$ cat config.mk
export PLATFORM = sky130hd
export DESIGN_NAME = bkpt_table
export DESIGN_NICKNAME = d
export VERILOG_FILES = /design/src/rtl/bkpt_pkg.sv /design/src/rtl/bkpt_alloc.sv /design/src/rtl/bkpt_match.sv /design/src/rtl/bkpt_rm_seq.sv /design/src/rtl/bkpt_table.sv
export SDC_FILE = /design/constraint.sdc
export NUM_CORES = 1
export LEC_CHECK = 0
export ABC_CLOCK_PERIOD_IN_PS = 3200
export BUFFER_PORTS_ARGS = -buffer_cell sky130_fd_sc_hd__buf_2
export CAP_MARGIN = 15
export CORE_MARGIN = 2
export CORE_UTILIZATION = 53
export DETAILED_ROUTE_END_ITERATION = 7
export PLACE_DENSITY_LB_ADDON = 0.25
export SYNTH_ARGS = -nofsm -noshare
export SYNTH_HDL_FRONTEND = slang
export SYNTH_SLANG_ARGS = --single-unit
export TNS_END_PERCENT = 30
$ cat constraint.sdc
create_clock -name clk -period 3.2 [get_ports clk]
set_input_delay 0.64 -clock clk [delete_from_list [all_inputs] [get_ports clk]]
set_output_delay 0.64 -clock clk [all_outputs]
set_load 0.005 [all_outputs]
$ cat src/rtl/bkpt_pkg.sv
package bkpt_pkg;
  typedef enum logic [1:0] {
    PH_IDLE   = 2'd0,
    PH_SCAN   = 2'd1,
    PH_SETTLE = 2'd2
  } rm_phase_e;
endpackage

$ cat src/rtl/bkpt_alloc.sv
module bkpt_alloc #(
  parameter int NUM_SLOTS = 4,
  localparam int IDX_W = (NUM_SLOTS > 1) ? $clog2(NUM_SLOTS) : 1
) (
  input  logic [NUM_SLOTS-1:0] used_vec,
  output logic [IDX_W-1:0]     free_idx,
  output logic                 full
);
  function automatic logic [IDX_W-1:0] lowest_clear(input logic [NUM_SLOTS-1:0] v);
    logic [IDX_W-1:0] r;
    r = '0;
    for (int i = NUM_SLOTS - 1; i >= 0; i--) begin
      if (!v[i]) r = IDX_W'(i);
    end
    return r;
  endfunction

  assign free_idx = lowest_clear(used_vec);
  assign full     = &used_vec;
endmodule

$ cat src/rtl/bkpt_match.sv
module bkpt_match #(
  parameter int NUM_SLOTS = 4,
  parameter int PC_W      = 32
) (
  input  logic [NUM_SLOTS*PC_W-1:0] tab_flat,
  input  logic [PC_W-1:0]           pc_in,
  input  logic                      enable,
  output logic                      hit
);
  function automatic logic slot_hits(input logic [PC_W-1:0] slot_val,
                                     input logic [PC_W-1:0] pc);
    return (slot_val != '0) && (slot_val == pc);
  endfunction

  logic [NUM_SLOTS-1:0] eq_vec;

  for (genvar g = 0; g < NUM_SLOTS; g++) begin : g_cmp
    assign eq_vec[g] = slot_hits(tab_flat[g*PC_W +: PC_W], pc_in);
  end

  assign hit = enable && (|eq_vec);
endmodule

$ cat src/rtl/bkpt_rm_seq.sv
module bkpt_rm_seq
  import bkpt_pkg::*;
#(
  parameter int NUM_SLOTS = 4,
  parameter int PC_W      = 32,
  localparam int IDX_W = (NUM_SLOTS > 1) ? $clog2(NUM_SLOTS) : 1
) (
  input  logic             clk,
  input  logic             rst_n,
  input  logic             start,
  input  logic [PC_W-1:0]  target,
  input  logic [PC_W-1:0]  cur_val,
  output logic             busy,
  output logic [IDX_W-1:0] step_idx,
  output logic             shift_en,
  output logic             settle
);
  localparam logic [IDX_W-1:0] LAST_IDX = IDX_W'(NUM_SLOTS - 1);

  function automatic logic is_target(input logic [PC_W-1:0] v,
                                     input logic [PC_W-1:0] t);
    return (t != '0) && (v == t);
  endfunction

  rm_phase_e        phase;
  logic [IDX_W-1:0] idx;
  logic             found;
  logic [PC_W-1:0]  tgt;
  logic             here;

  assign here     = (phase == PH_SCAN) && !found && is_target(cur_val, tgt);
  assign shift_en = (phase == PH_SCAN) && (found || here);
  assign settle   = (phase == PH_SETTLE);
  assign busy     = (phase != PH_IDLE);
  assign step_idx = idx;

  always_ff @(posedge clk or negedge rst_n) begin
    if (!rst_n) begin
      phase <= PH_IDLE;
      idx   <= '0;
      found <= 1'b0;
      tgt   <= '0;
    end else begin
      unique case (phase)
        PH_IDLE: if (start) begin
          phase <= PH_SCAN;
          idx   <= '0;
          found <= 1'b0;
          tgt   <= target;
        end
        PH_SCAN: begin
          if (here) found <= 1'b1;
          if (idx == LAST_IDX) phase <= PH_SETTLE;
          else idx <= idx + 1'b1;
        end
        PH_SETTLE: phase <= PH_IDLE;
        default:   phase <= PH_IDLE;
      endcase
    end
  end


  idx_range_chk: assert property (@(posedge clk) disable iff (!rst_n)
    busy |-> (step_idx <= LAST_IDX));


  scan_end_chk: assert property (@(posedge clk) disable iff (!rst_n)
    (phase == PH_SCAN && idx == LAST_IDX) |=> settle);


  no_restart_chk: assert property (@(posedge clk) disable iff (!rst_n)
    (busy && !settle) |=> busy);
endmodule

$ cat src/rtl/bkpt_table.sv
module bkpt_table #(
  parameter int NUM_SLOTS = 4,
  parameter int PC_W      = 32
) (
  input  logic            clk,
  input  logic            rst_n,
  input  logic            add_req,
  input  logic [PC_W-1:0] add_pc,
  output logic            add_ack,
  output logic            add_ok,
  input  logic            rm_req,
  input  logic [PC_W-1:0] rm_pc,
  output logic            busy,
  input  logic [PC_W-1:0] pc_in,
  output logic            hit,
  output logic            enabled
);
  localparam int IDX_W = (NUM_SLOTS > 1) ? $clog2(NUM_SLOTS) : 1;

  logic [PC_W-1:0]           slot_q [NUM_SLOTS];
  logic [NUM_SLOTS*PC_W-1:0] tab_flat;
  logic [NUM_SLOTS-1:0]      used_vec;
  logic [IDX_W-1:0]          free_idx;
  logic                      full;
  logic                      add_fire;
  logic                      add_good;
  logic                      rm_fire;
  logic [IDX_W-1:0]          step_idx;
  logic                      shift_en;
  logic                      settle;
  logic [PC_W-1:0]           cur_val;

  for (genvar g = 0; g < NUM_SLOTS; g++) begin : g_view
    assign tab_flat[g*PC_W +: PC_W] = slot_q[g];
    assign used_vec[g]              = (slot_q[g] != '0);
  end

  assign rm_fire  = rm_req && !busy;
  assign add_fire = add_req && !busy && !rm_req;
  assign add_good = add_fire && (add_pc != '0) && !full;
  assign cur_val  = slot_q[step_idx];

  bkpt_alloc #(.NUM_SLOTS(NUM_SLOTS)) i_alloc (
    .used_vec (used_vec),
    .free_idx (free_idx),
    .full     (full)
  );

  bkpt_rm_seq #(.NUM_SLOTS(NUM_SLOTS), .PC_W(PC_W)) i_seq (
    .clk      (clk),
    .rst_n    (rst_n),
    .start    (rm_fire),
    .target   (rm_pc),
    .cur_val  (cur_val),
    .busy     (busy),
    .step_idx (step_idx),
    .shift_en (shift_en),
    .settle   (settle)
  );

  bkpt_match #(.NUM_SLOTS(NUM_SLOTS), .PC_W(PC_W)) i_match (
    .tab_flat (tab_flat),
    .pc_in    (pc_in),
    .enable   (enabled),
    .hit      (hit)
  );

  for (genvar g = 0; g < NUM_SLOTS; g++) begin : g_slot
    logic [PC_W-1:0] upper;
    if (g == NUM_SLOTS - 1) begin : g_top
      assign upper = '0;
    end else begin : g_mid
      assign upper = slot_q[g+1];
    end

    always_ff @(posedge clk or negedge rst_n) begin
      if (!rst_n) begin
        slot_q[g] <= '0;
      end else if (add_good && free_idx == IDX_W'(g)) begin
        slot_q[g] <= add_pc;
      end else if (shift_en && step_idx == IDX_W'(g)) begin
        slot_q[g] <= upper;
      end
    end

    if (g < NUM_SLOTS - 1) begin : g_pack

      packed_slots_chk: assert property (@(posedge clk) disable iff (!rst_n)
        (slot_q[g] == '0) |-> (slot_q[g+1] == '0));
    end
  end

  always_ff @(posedge clk or negedge rst_n) begin
    if (!rst_n) begin
      enabled <= 1'b0;
      add_ack <= 1'b0;
      add_ok  <= 1'b0;
    end else begin
      add_ack <= add_fire;
      add_ok  <= add_good;
      if (add_good)    enabled <= 1'b1;
      else if (settle) enabled <= |used_vec;
    end
  end


  hit_needs_enable_chk: assert property (@(posedge clk) disable iff (!rst_n)
    hit |-> enabled);


  full_add_stable_chk: assert property (@(posedge clk) disable iff (!rst_n)
    (add_fire && full) |=> $stable(tab_flat));


  add_enables_chk: assert property (@(posedge clk) disable iff (!rst_n)
    add_good |=> enabled);


  no_ack_after_busy_chk: assert property (@(posedge clk) disable iff (!rst_n)
    busy |=> !add_ack);


  disabled_is_empty_chk: assert property (@(posedge clk) disable iff (!rst_n)
    (!busy && !enabled) |-> (tab_flat == '0));


  ok_implies_ack_chk: assert property (@(posedge clk) disable iff (!rst_n)
    add_ok |-> add_ack);
endmodule

==> metrics.txt, run 1 <==
WL met2=roughly 18 mm; max-cap check violation count=0; top-count cell post-synth=dfrtp_1; final wirelength=around 38 mm; most instantiated cells after synthesis=dfrtp_1 (168), mux2_2 (134), xor2_1 (132); EDFF count, synth=0; WP data required=2.56 ns; RD Place Congestion=around 1.0; syn avg cell area=roughly 12 sq um; first-pass GRT wire length=~56 mm; WP buf/inv=2; Setup Viol. Count Final=1; Setup crit start=g_slot[1].upper[17]; number of H-tree levels=4; flops & latches, synth=~170; Max VDD drop=0.515 mV; CP endpoint kind=output port; CTS Hold Buffers Added=0; Die Footprint=about 0.022 sq mm; CTS tree=yes; clk_lat worst skew=around 0.44 ns; # rows=53; Post-Layout Cell Count=about 1300; hpwl dp=between 20 and 30 mm; met1 wire length=between 15 and 20 mm; Yosys cell types=56; CTS buffer count=17; top cell type's share of synthesized area=a little under two fifths; Pwr per Cell Area=1000 mW/mm^2; DR WL met3=between 2 and 3 mm; Die W=~150 um; sequential area share after synthesis=a little under two fifths; largest net degree at the start of global routing=67; Die Y=150 um; drt wl/cell=28.3 um; GRT overflow=0; slowest CP cell=dfrtp_1; Rel. slew slack=around three fifths; final hold vios=0; P&R area growth vs syn=15.9%; reg2reg start=i_seq.step_idx[1]; ys async rst share=100%; Post-layout nets=between 1000 and 1500; Detail Route Antenna Nets=0; Final Max Slew Viols=0; Clock Tree Buf Depth=2; worst slew pin tran=between 0.6 and 0.7 ns; Synth area leaders=dfrtp_1 (37%), mux2_2 (13%), mux2_4 (12%), xor2_1 (10%), nor4_1 (4.5%); IO Port Bufs=around 100; max layer used=met4; clock root cell=clkbuf_16; crit-path max cell delay=about 0.46 ns; leading area contributor after synthesis=dfrtp_1; boundary pin count=between 100 and 150; post-DR vias/cell=between 6 and 7; layout cells sized above 1=between 40% and 50%; vias=8586; Worst-path clk slew=approximately 0.070 ns; fin crit period=around 3.3 ns; Clock Sinks=around 170; GRT Overall Usage=34.3%; placed insts=roughly 1300; buffer count from post-CTS setup fixing=0; final worst setup slack=-0.0528 ns; Synth Flop Type=dfrtp_1; DR iter-0 viols=1002; TritonRoute pass-1 iters=5; CP max FO=5; Startpoint Class=flip-flop; synth warn=0; initial antenna violation count=1; clock skew=about 0.011 ns; Place WS=-0.0466 ns; cell count after synthesis=approximately 910; Mapped Area=between 0.01 and 0.015 sq mm; outcome=finished with violations; hold crit path type=in -> async; Critical Path, Cell by Cell=nor4_1 > nand4_1 > nor2_1 > buf_4 > nor3_1 > o41a_1 > buf_2; Crit Path Class=reg -> out; CP arrival=between 2 and 3 ns; vias in the first global route=between 8000 and 9000; failing checks=setup timing; core area=around 0.021 sq mm; syn_nets=around 1000; Max Fclk=about 0.31 GHz; cell family with most CP delay=simple AND/OR/NAND/NOR gates; Final Cycle Share=102%; drt drc=0; Leak Pwr=approximately 6.5 nW; Starting Density=between 50% and 60%
==> cell families (layout without fill, tap and decap cells) <==
| family | Yosys count | in the layout | synth area share [%] |
|---|---|---|---|
| flops | 168 | 168 | 37.4 |
| simple gates | 194 | 194 | 10.3 |
| fa+ha+maj | 4 | 4 | 0.445 |
| compound gates | 69 | 69 | 4.13 |
| other cells | 0 | 1 | 0 |
| mux | 266 | 266 | 32.4 |
| xor+xnor | 159 | 159 | 12.4 |
| buf+inv | 49 | 195 | 2.94 |
==> through the flow <==
step	util [%]	TNS [ns]	total power, W	area, sq um	hold slack [ns]
floorplan	-	0	0.00817	11200	0.344
global placement	59.0	-0.0879	0.0107	12400	0.545
global route	62.2	-0.0309	0.0136	13000	0.155
detailed placement	59.0	-0.980	0.0108	12400	0.551
CTS	61.6	0	0.0128	12900	0.145
finish	62.2	-0.0528	0.0131	13000	0.132
==> layout make-up <==
| cell class | instances | area, sq um |
|---|---|---|
| clock inverter | 12 | 95.1 |
| timing repair buffer | 154 | 1050 |
| multi-input combinational | 692 | 6860 |
| sequential | 168 | 4210 |
| tap | 275 | 344 |
| inverter | 9 | 33.8 |
| clock buffer | 20 | 437 |
| antenna | 1 | 2.50 |
| fill | 1694 | 7920 |
==> flip-flops by register name (all words and copies together) (netlist names) <==
signal and flops:
i_seq.step_idx 2, slot_q 32, i_seq.phase 2, g_slot.upper 96, add_ok 1, i_seq.found 1
add_ack 1, i_seq.tgt 32, enabled 1
==> placed cells by master, fill, tap and decap left out, types with 3 or more instances in the layout <==
master / n
o2111ai_1: 3
nor2_1: 33
nand3_1: 3
inv_1: 9
clkinvlp_4: 7
mux4_2: 13
a21oi_1: 36
nand2_1: 10
o21ai_0: 10
buf_12: 12
nor2_2: 11
dfrtp_1: 165
nor4_2: 11
nor3_1: 10
a31o_2: 3
mux2_2: 134
nor4b_2: 3
mux4_1: 12
buf_2: 103
ha_1: 4
nor4_1: 69
clkbuf_1: 3
mux2_4: 90
clkbuf_16: 17
xor2_1: 132
and3_1: 3
buf_4: 38
nor4_4: 3
nand4_1: 24
mux2i_1: 17
xnor2_2: 4
xnor2_1: 23
==> where the power goes <==
group	switching, W	total [W]	internal (W)
Clock	0.000931	0.00193	0.00100
Combinational	0.00337	0.00689	0.00352
Sequential	0.00138	0.00425	0.00287
Total	0.00568	0.0131	0.00739
==> per-layer routing <==
layer	GRT usage, %	vias to the layer above
li1	-	3687
met1	46.0	4381
met2	55.1	437
met3	7.04	81
met4	12.5	0
met5	0	-
==> path summary, 6_finish.rpt <==
path,to,slack [ns],cells after the start
setup / recovery,hit,-0.05,7
hold / removal,i_seq.tgt[25],0.13,1
setup reg to reg,g_slot[2].upper[29],0.05,9
hold reg to reg,i_seq.tgt[16],0.57,1
max in group asynchronous,slot_q[108],2.34,2
min in group clk,i_seq.tgt[29],0.43,3
==> timing repair <==
action / in CTS / in global routing
resized for setup: 4 / 18
setup endpoints to repair: 1 / 129
pin swaps: 0 / 1
cloned: 0 / 0
No activity file was read; power rests on OpenSTA's default activity.
==> run 2: changes to the inputs <==
--- a/config.mk
+++ b/config.mk
@@ -5,7 +5,7 @@
 export SDC_FILE = /design/constraint.sdc
 export NUM_CORES = 1
 export LEC_CHECK = 0
-export ABC_CLOCK_PERIOD_IN_PS = 3200
+export ABC_CLOCK_PERIOD_IN_PS = 3100
 export BUFFER_PORTS_ARGS = -buffer_cell sky130_fd_sc_hd__buf_2
 export CAP_MARGIN = 15
 export CORE_MARGIN = 2
==> constraint.sdc (replaced) <==
create_clock -name clk -period 3.1 [get_ports clk]
set_input_delay 0.62 -clock clk [delete_from_list [all_inputs] [get_ports clk]]
set_output_delay 0.62 -clock clk [all_outputs]
set_load 0.005 [all_outputs]
==> run 2 against run 1 <==
Effect of this change: largest cell class unchanged; the run now ends clean; sequential cell count did not move; routed wire length rose by 2.9%; clock power rose by 15%; cell area rose by 5.1%; hold slack got worse by 0.021 ns.
==> metrics.txt, run 2 (synthesis results as in run 1) <==
outcome=complete, no violations; Clock Tree Buf Depth=2 (unchanged); GRT Overall Usage=34.8% (+0.57 points); fin crit period=~3.1 ns; Clock Sinks=168 (unchanged); core area=0.0210 sq mm (unchanged); initial antenna violation count=0 (-1); most common cell after layout, fill and taps aside=dfrtp_1; final hold vios=0 (unchanged); GRT overflow=0 (unchanged); Rel. slew slack=62.2% (+4.1 points); TritonRoute pass-1 iters=5 (unchanged); boundary pin count=105 (unchanged); Die W=150 um (unchanged); Finished Core Util=65.4% (+3.2 points); vias=8706 (+1.4%); drt drc=0 (unchanged); Detail Route Antenna Nets=0 (unchanged); unrepaired setup endpoints after global routing=true; clk_lat worst skew=0.44 ns (about the same); Area after DPL=0.0127 sq mm (+2.6%); Startpoint Class=flip-flop; RD Place Congestion=0.983 (-4.7%); Die Y=150 um (unchanged); # rows=53 (unchanged); number of H-tree levels=4 (unchanged); IO Port Bufs=104 (unchanged); Hold WS=0.111 ns (-0.0212 ns); max reg flops=96 (unchanged); hold crit path type=in -> async; placed insts=1339 (+3.2%); Max Fclk=around 0.32 GHz; Die Footprint=0.0224 sq mm (unchanged); P&R area growth vs syn=21.8%; Final Max Slew Viols=0 (unchanged); Crit Path Class=reg -> out; drt wl/cell=27.9 um (-1.2%); final instance area=0.0137 sq mm (+5.1%); vias in the first global route=8733 (+0.62%); worst slew pin tran=0.567 ns (-0.0562 ns); CP max FO=6 (+1); post-DR vias/cell=6.28 (-2.6%); overall power=0.0146 W (+12%); max-cap check violation count=0 (unchanged); Setup Viol. Count Final=0 (-1); Max VDD drop=0.781 mV (+52%); DR iter-0 viols=797 (-20%); Starting Density=53.7% (unchanged); Worst-path clk slew=0.07 ns (about the same); WP data required=2.48 ns (-0.08 ns); hpwl dp=29.0 mm (+1.4%); largest net degree at the start of global routing=69 (+3.0%); layout cells sized above 1=49.8% (+5.4 points); clock root cell=clkbuf_16; Pwr per Cell Area=1070 mW/mm^2 (+6.4%); Post-Layout Cell Count=1386 (+4.1%); clock skew=0.0121 ns (+0.00134 ns); Leak Pwr=6.84 nW (+5.7%); CP endpoint kind=output port; CTS tree=yes; Post-layout nets=1202 (+4.9%); final wirelength=38.7 mm (+2.9%); first-pass GRT wire length=56.3 mm (+0.95%); # diodes=0 (-1); most frequent cells in the layout=dfrtp_1 (161), mux2_2 (134), xor2_1 (132); CTS buffer count=17 (unchanged); CP arrival=2.48 ns (-0.13 ns); Final Cycle Share=roughly 100%
## run 2: final timing paths
path                                        to  cells after the start  slack (ns)         startpoint
min reg2reg                      i_seq.tgt[31]                      1        0.57      i_seq.tgt[31]
max                                        hit                      7      0.0007         slot_q[96]
max reg2reg                g_slot[0].upper[12]                     10        0.04  i_seq.step_idx[0]
max in group asynchronous  g_slot[1].upper[20]                      2        2.24              rst_n
min                              i_seq.tgt[28]                      1        0.11              rst_n
min in group clk                 i_seq.tgt[28]                      2        0.41          rm_pc[28]
## run 2: area by class of cell
| class | instances | area (sq um) |
|---|---|---|
| clock buffers | 20 | 457 |
| clock inverters | 12 | 140 |
| fillers | 1671 | 7260 |
| inverters | 9 | 33.8 |
| multi-input cells | 692 | 7000 |
| flip-flops and latches | 168 | 4220 |
| well taps | 275 | 344 |
| repair buffers | 210 | 1510 |
## run 2: metrics by stage
step / setup TNS, ns / setup WS (ns)
floorplan: 0 / 0.394
global placement: -14.85 / -0.166
detailed placement: -13.13 / -0.209
CTS: -0.0193 / -0.0193
global route: -1.15 / -0.0468
finish: 0 / 0.000732
## run 2: where the power goes
group | switching, W | internal (W)
sequential | 0.00128 | 0.00297
clock | 0.000978 | 0.00124
combinational | 0.00390 | 0.00425
total | 0.00616 | 0.00846
## run 2: repair_timing
action / in CTS / in global routing
setup buffers: 6 / 8
gates resized for setup: 17 / 37
pin swaps: 3 / 8
cloned: 0 / 1
endpoints found under the setup margin: 128 / 126
hold buffers: 0 / 0
## run 2: worst max-delay path, cell delays in order (launching register included)
cell and delay, ns:
dfrtp_1 0.46, nor4_2 0.43, nand4_1 0.21, nor2_1 0.13, buf_4 0.17, nor3_1 0.07, o41a_1 0.42, buf_2 0.15
## run 2: routing by layer
| layer | track usage (%) | share of wire, % |
|---|---|---|
| met1 | 47.1 | 42 |
| met2 | 56.9 | 47 |
| met5 | 0 | 0 |
| met3 | 6.65 | 7.0 |
| met4 | 10.9 | 3.5 |
==> run 3: changes to the inputs <==
--- a/config.mk
+++ b/config.mk
@@ -11,7 +11,7 @@
 export CORE_MARGIN = 2
 export CORE_UTILIZATION = 53
 export DETAILED_ROUTE_END_ITERATION = 7
-export PLACE_DENSITY_LB_ADDON = 0.25
+export PLACE_DENSITY_LB_ADDON = 0.1
 export SYNTH_ARGS = -nofsm -noshare
 export SYNTH_HDL_FRONTEND = slang
 export SYNTH_SLANG_ARGS = --single-unit
==> run 3 against run 2 <==
Effect of this change: the run now ends with DRC, setup timing left; sequential share of layout area rose by 0.16 points; global-route usage rose by 0.20 points; routed wire length rose by 1.4%; sequential power barely moved; total power fell by 2.8%; non-clock buffer count rose by 5; hold slack got worse by 0.019 ns; maximum frequency fell by 1.2%; first-iteration DRC count rose by 6.5%; count of clock-buffer cells in the layout fell by 2; critical path depth rose by 1; combinational power fell by 2.9%; critical path type unchanged; largest power group unchanged.
==> metrics.txt, run 3 (synthesis results as in run 1) <==
core area=0.0210 sq mm (unchanged); P&R area growth vs syn=21.1%; Final Cycle Share=101% (+1.2 points); Rel. slew slack=62.3% (+0.084 points); Starting Density=53.7% (unchanged); first-pass GRT wire length=56.9 mm (+1.1%); P_sw=0.00611 W (-0.88%); GRT Overall Usage=35.0% (+0.20 points); Post-layout nets=1207 (+0.42%); TritonRoute pass-1 iters=7 (+2); Pwr per Cell Area=1040 mW/mm^2 (-2.2%); largest net degree at the start of global routing=75 (+8.7%); hold crit path type=in -> async; Final Max Slew Viols=0 (unchanged); clock skew=0.0106 ns (-0.00147 ns); CP max FO=4 (-2); Reg2Reg Depth=11 (+1); Die Y=150 um (unchanged); drt drc=4 (+4); drt wl/cell=28.2 um (+0.94%); boundary pin count=105 (unchanged); GRT overflow=0 (unchanged); unrepaired setup endpoints after global routing=true; overall power=0.0142 W (-2.8%); final wirelength=39.3 mm (+1.4%); Leak Pwr=6.85 nW (about the same); final hold vios=0 (unchanged); Startpoint Class=flip-flop; Area after DPL=0.0127 sq mm (+0.30%); Max VDD drop=0.509 mV (-35%); clk_lat worst skew=0.44 ns (about the same); IO Port Bufs=104 (unchanged); worst slew pin tran=0.550 ns (-0.0170 ns); Clock Sinks=168 (unchanged); Flop pwr share=29.8% (+0.7 points); final worst setup slack=-0.0372 ns (-0.0380 ns); RD Place Congestion=0.985 (+0.19%); WP data required=2.48 ns (about the same); Place WS=-0.122 ns (+0.0871 ns); CTS Hold Buffers Added=0 (unchanged); max reg flops=96 (unchanged); Int Pwr=0.00810 W (-4.2%); post-DR vias/cell=6.26 (-0.27%); # rows=53 (unchanged); CP arrival=2.52 ns (+0.04 ns); initial antenna violation count=0 (unchanged); Worst-path clk slew=0.07 ns (about the same); CP endpoint kind=output port; Max Fclk=0.319 GHz (-1.2%); Die Footprint=0.0224 sq mm (unchanged); sum of negative setup slack=-0.0413 ns (-0.0413 ns); clock root cell=clkbuf_16; layout cells sized above 1=48.8% (-0.94 points); clock power share=14.5% (-0.7 points); most frequent cells in the layout=dfrtp_1 (162), mux2_2 (134), xor2_1 (132); max-cap check violation count=0 (unchanged); Die W=150 um (unchanged); number of H-tree levels=4 (unchanged); Setup Viol. Count Final=2 (+2); failing checks=DRC, setup timing; CTS buffer count=17 (unchanged); Hold WS=0.0918 ns (-0.0188 ns); Crit Path Class=reg -> out; final instance area=0.0136 sq mm (-0.59%); hpwl dp=29.6 mm (+2.1%); most common cell after layout, fill and taps aside=dfrtp_1; vias=8720 (+0.16%); Clock Tree Buf Depth=2 (unchanged); logic gate share of total power=55.7% (about the same); switching part of the total=43.0% (+0.84 points); fin crit period=3.14 ns (+0.0380 ns); outcome=finished with violations; vias in the first global route=8715 (-0.21%); Detail Route Antenna Nets=0 (unchanged); CTS tree=yes; DR iter-0 viols=849 (+6.5%)
-- run 3: final timing paths --
| path | start | to | slack [ns] |
|---|---|---|---|
| max in group asynchronous | rst_n | i_seq.step_idx[0] | 2.16 |
| worst min register to register | i_seq.tgt[7] | i_seq.tgt[7] | 0.57 |
| worst max-delay path | g_slot[0].upper[31] | hit | -0.04 |
| worst max register to register | i_seq.step_idx[0] | g_slot[2].upper[18] | 0 |
| worst min-delay path | rst_n | i_seq.tgt[21] | 0.09 |
| min in group clk | rm_pc[29] | i_seq.tgt[29] | 0.39 |
-- run 3: critical path, stage by stage, from the launching register on --
cell,delay (ns)
dfrtp_1,0.39
buf_4,0.16
nor4_1,0.39
nand4_1,0.16
buf_4,0.19
nor2_2,0.14
nor3_1,0.07
o41a_1,0.44
buf_2,0.15
-- run 3: area by class of cell --
| type | count | area, sq um |
|---|---|---|
| timing repair buffer | 215 | 1550 |
| clock inverter | 14 | 119 |
| antenna | 1 | 2.50 |
| tap | 275 | 344 |
| multi-input combinational | 692 | 6930 |
| clock buffer | 18 | 429 |
| fill | 1700 | 7340 |
| inverter | 9 | 33.8 |
| sequential | 168 | 4210 |
-- run 3: timing repair --
item | 4_1_cts | 5_1_grt
pin swaps | 3 | 10
setup buffers | 3 | 4
endpoints found under the setup margin | 33 | 129
gates resized for setup | 16 | 28
cloned | 0 | 3
-- run 3: metrics by stage --
step,std cells,util (%)
2_1_floorplan,909,-
3_3_place_gp,1349,60.7
3_5_place_dp,1349,60.7
4_1_cts,1384,63.9
5_1_grt,1391,65.0
6_report,1392,65.0
-- run 3: power by group through the flow --
stage / logic (W) / registers, W / clock network, W
after floorplan: 0.00471 / 0.00373 / 0
after global placement: 0.00727 / 0.00417 / 0
after detailed placement: 0.00733 / 0.00418 / 0
after CTS: 0.00756 / 0.00415 / 0.00208
after global routing: 0.00831 / 0.00432 / 0.00217
final: 0.00791 / 0.00424 / 0.00205
-- run 3: layer usage --
| metal | track usage (%) | part of all wire [%] | vias to the layer above |
|---|---|---|---|
| li1 | - | - | 3796 |
| met1 | 48.3 | 43 | 4461 |
| met2 | 57.8 | 48 | 388 |
| met3 | 5.40 | 6.1 | 75 |
| met4 | 9.53 | 2.9 | 0 |
| met5 | 0 | 0 | - |
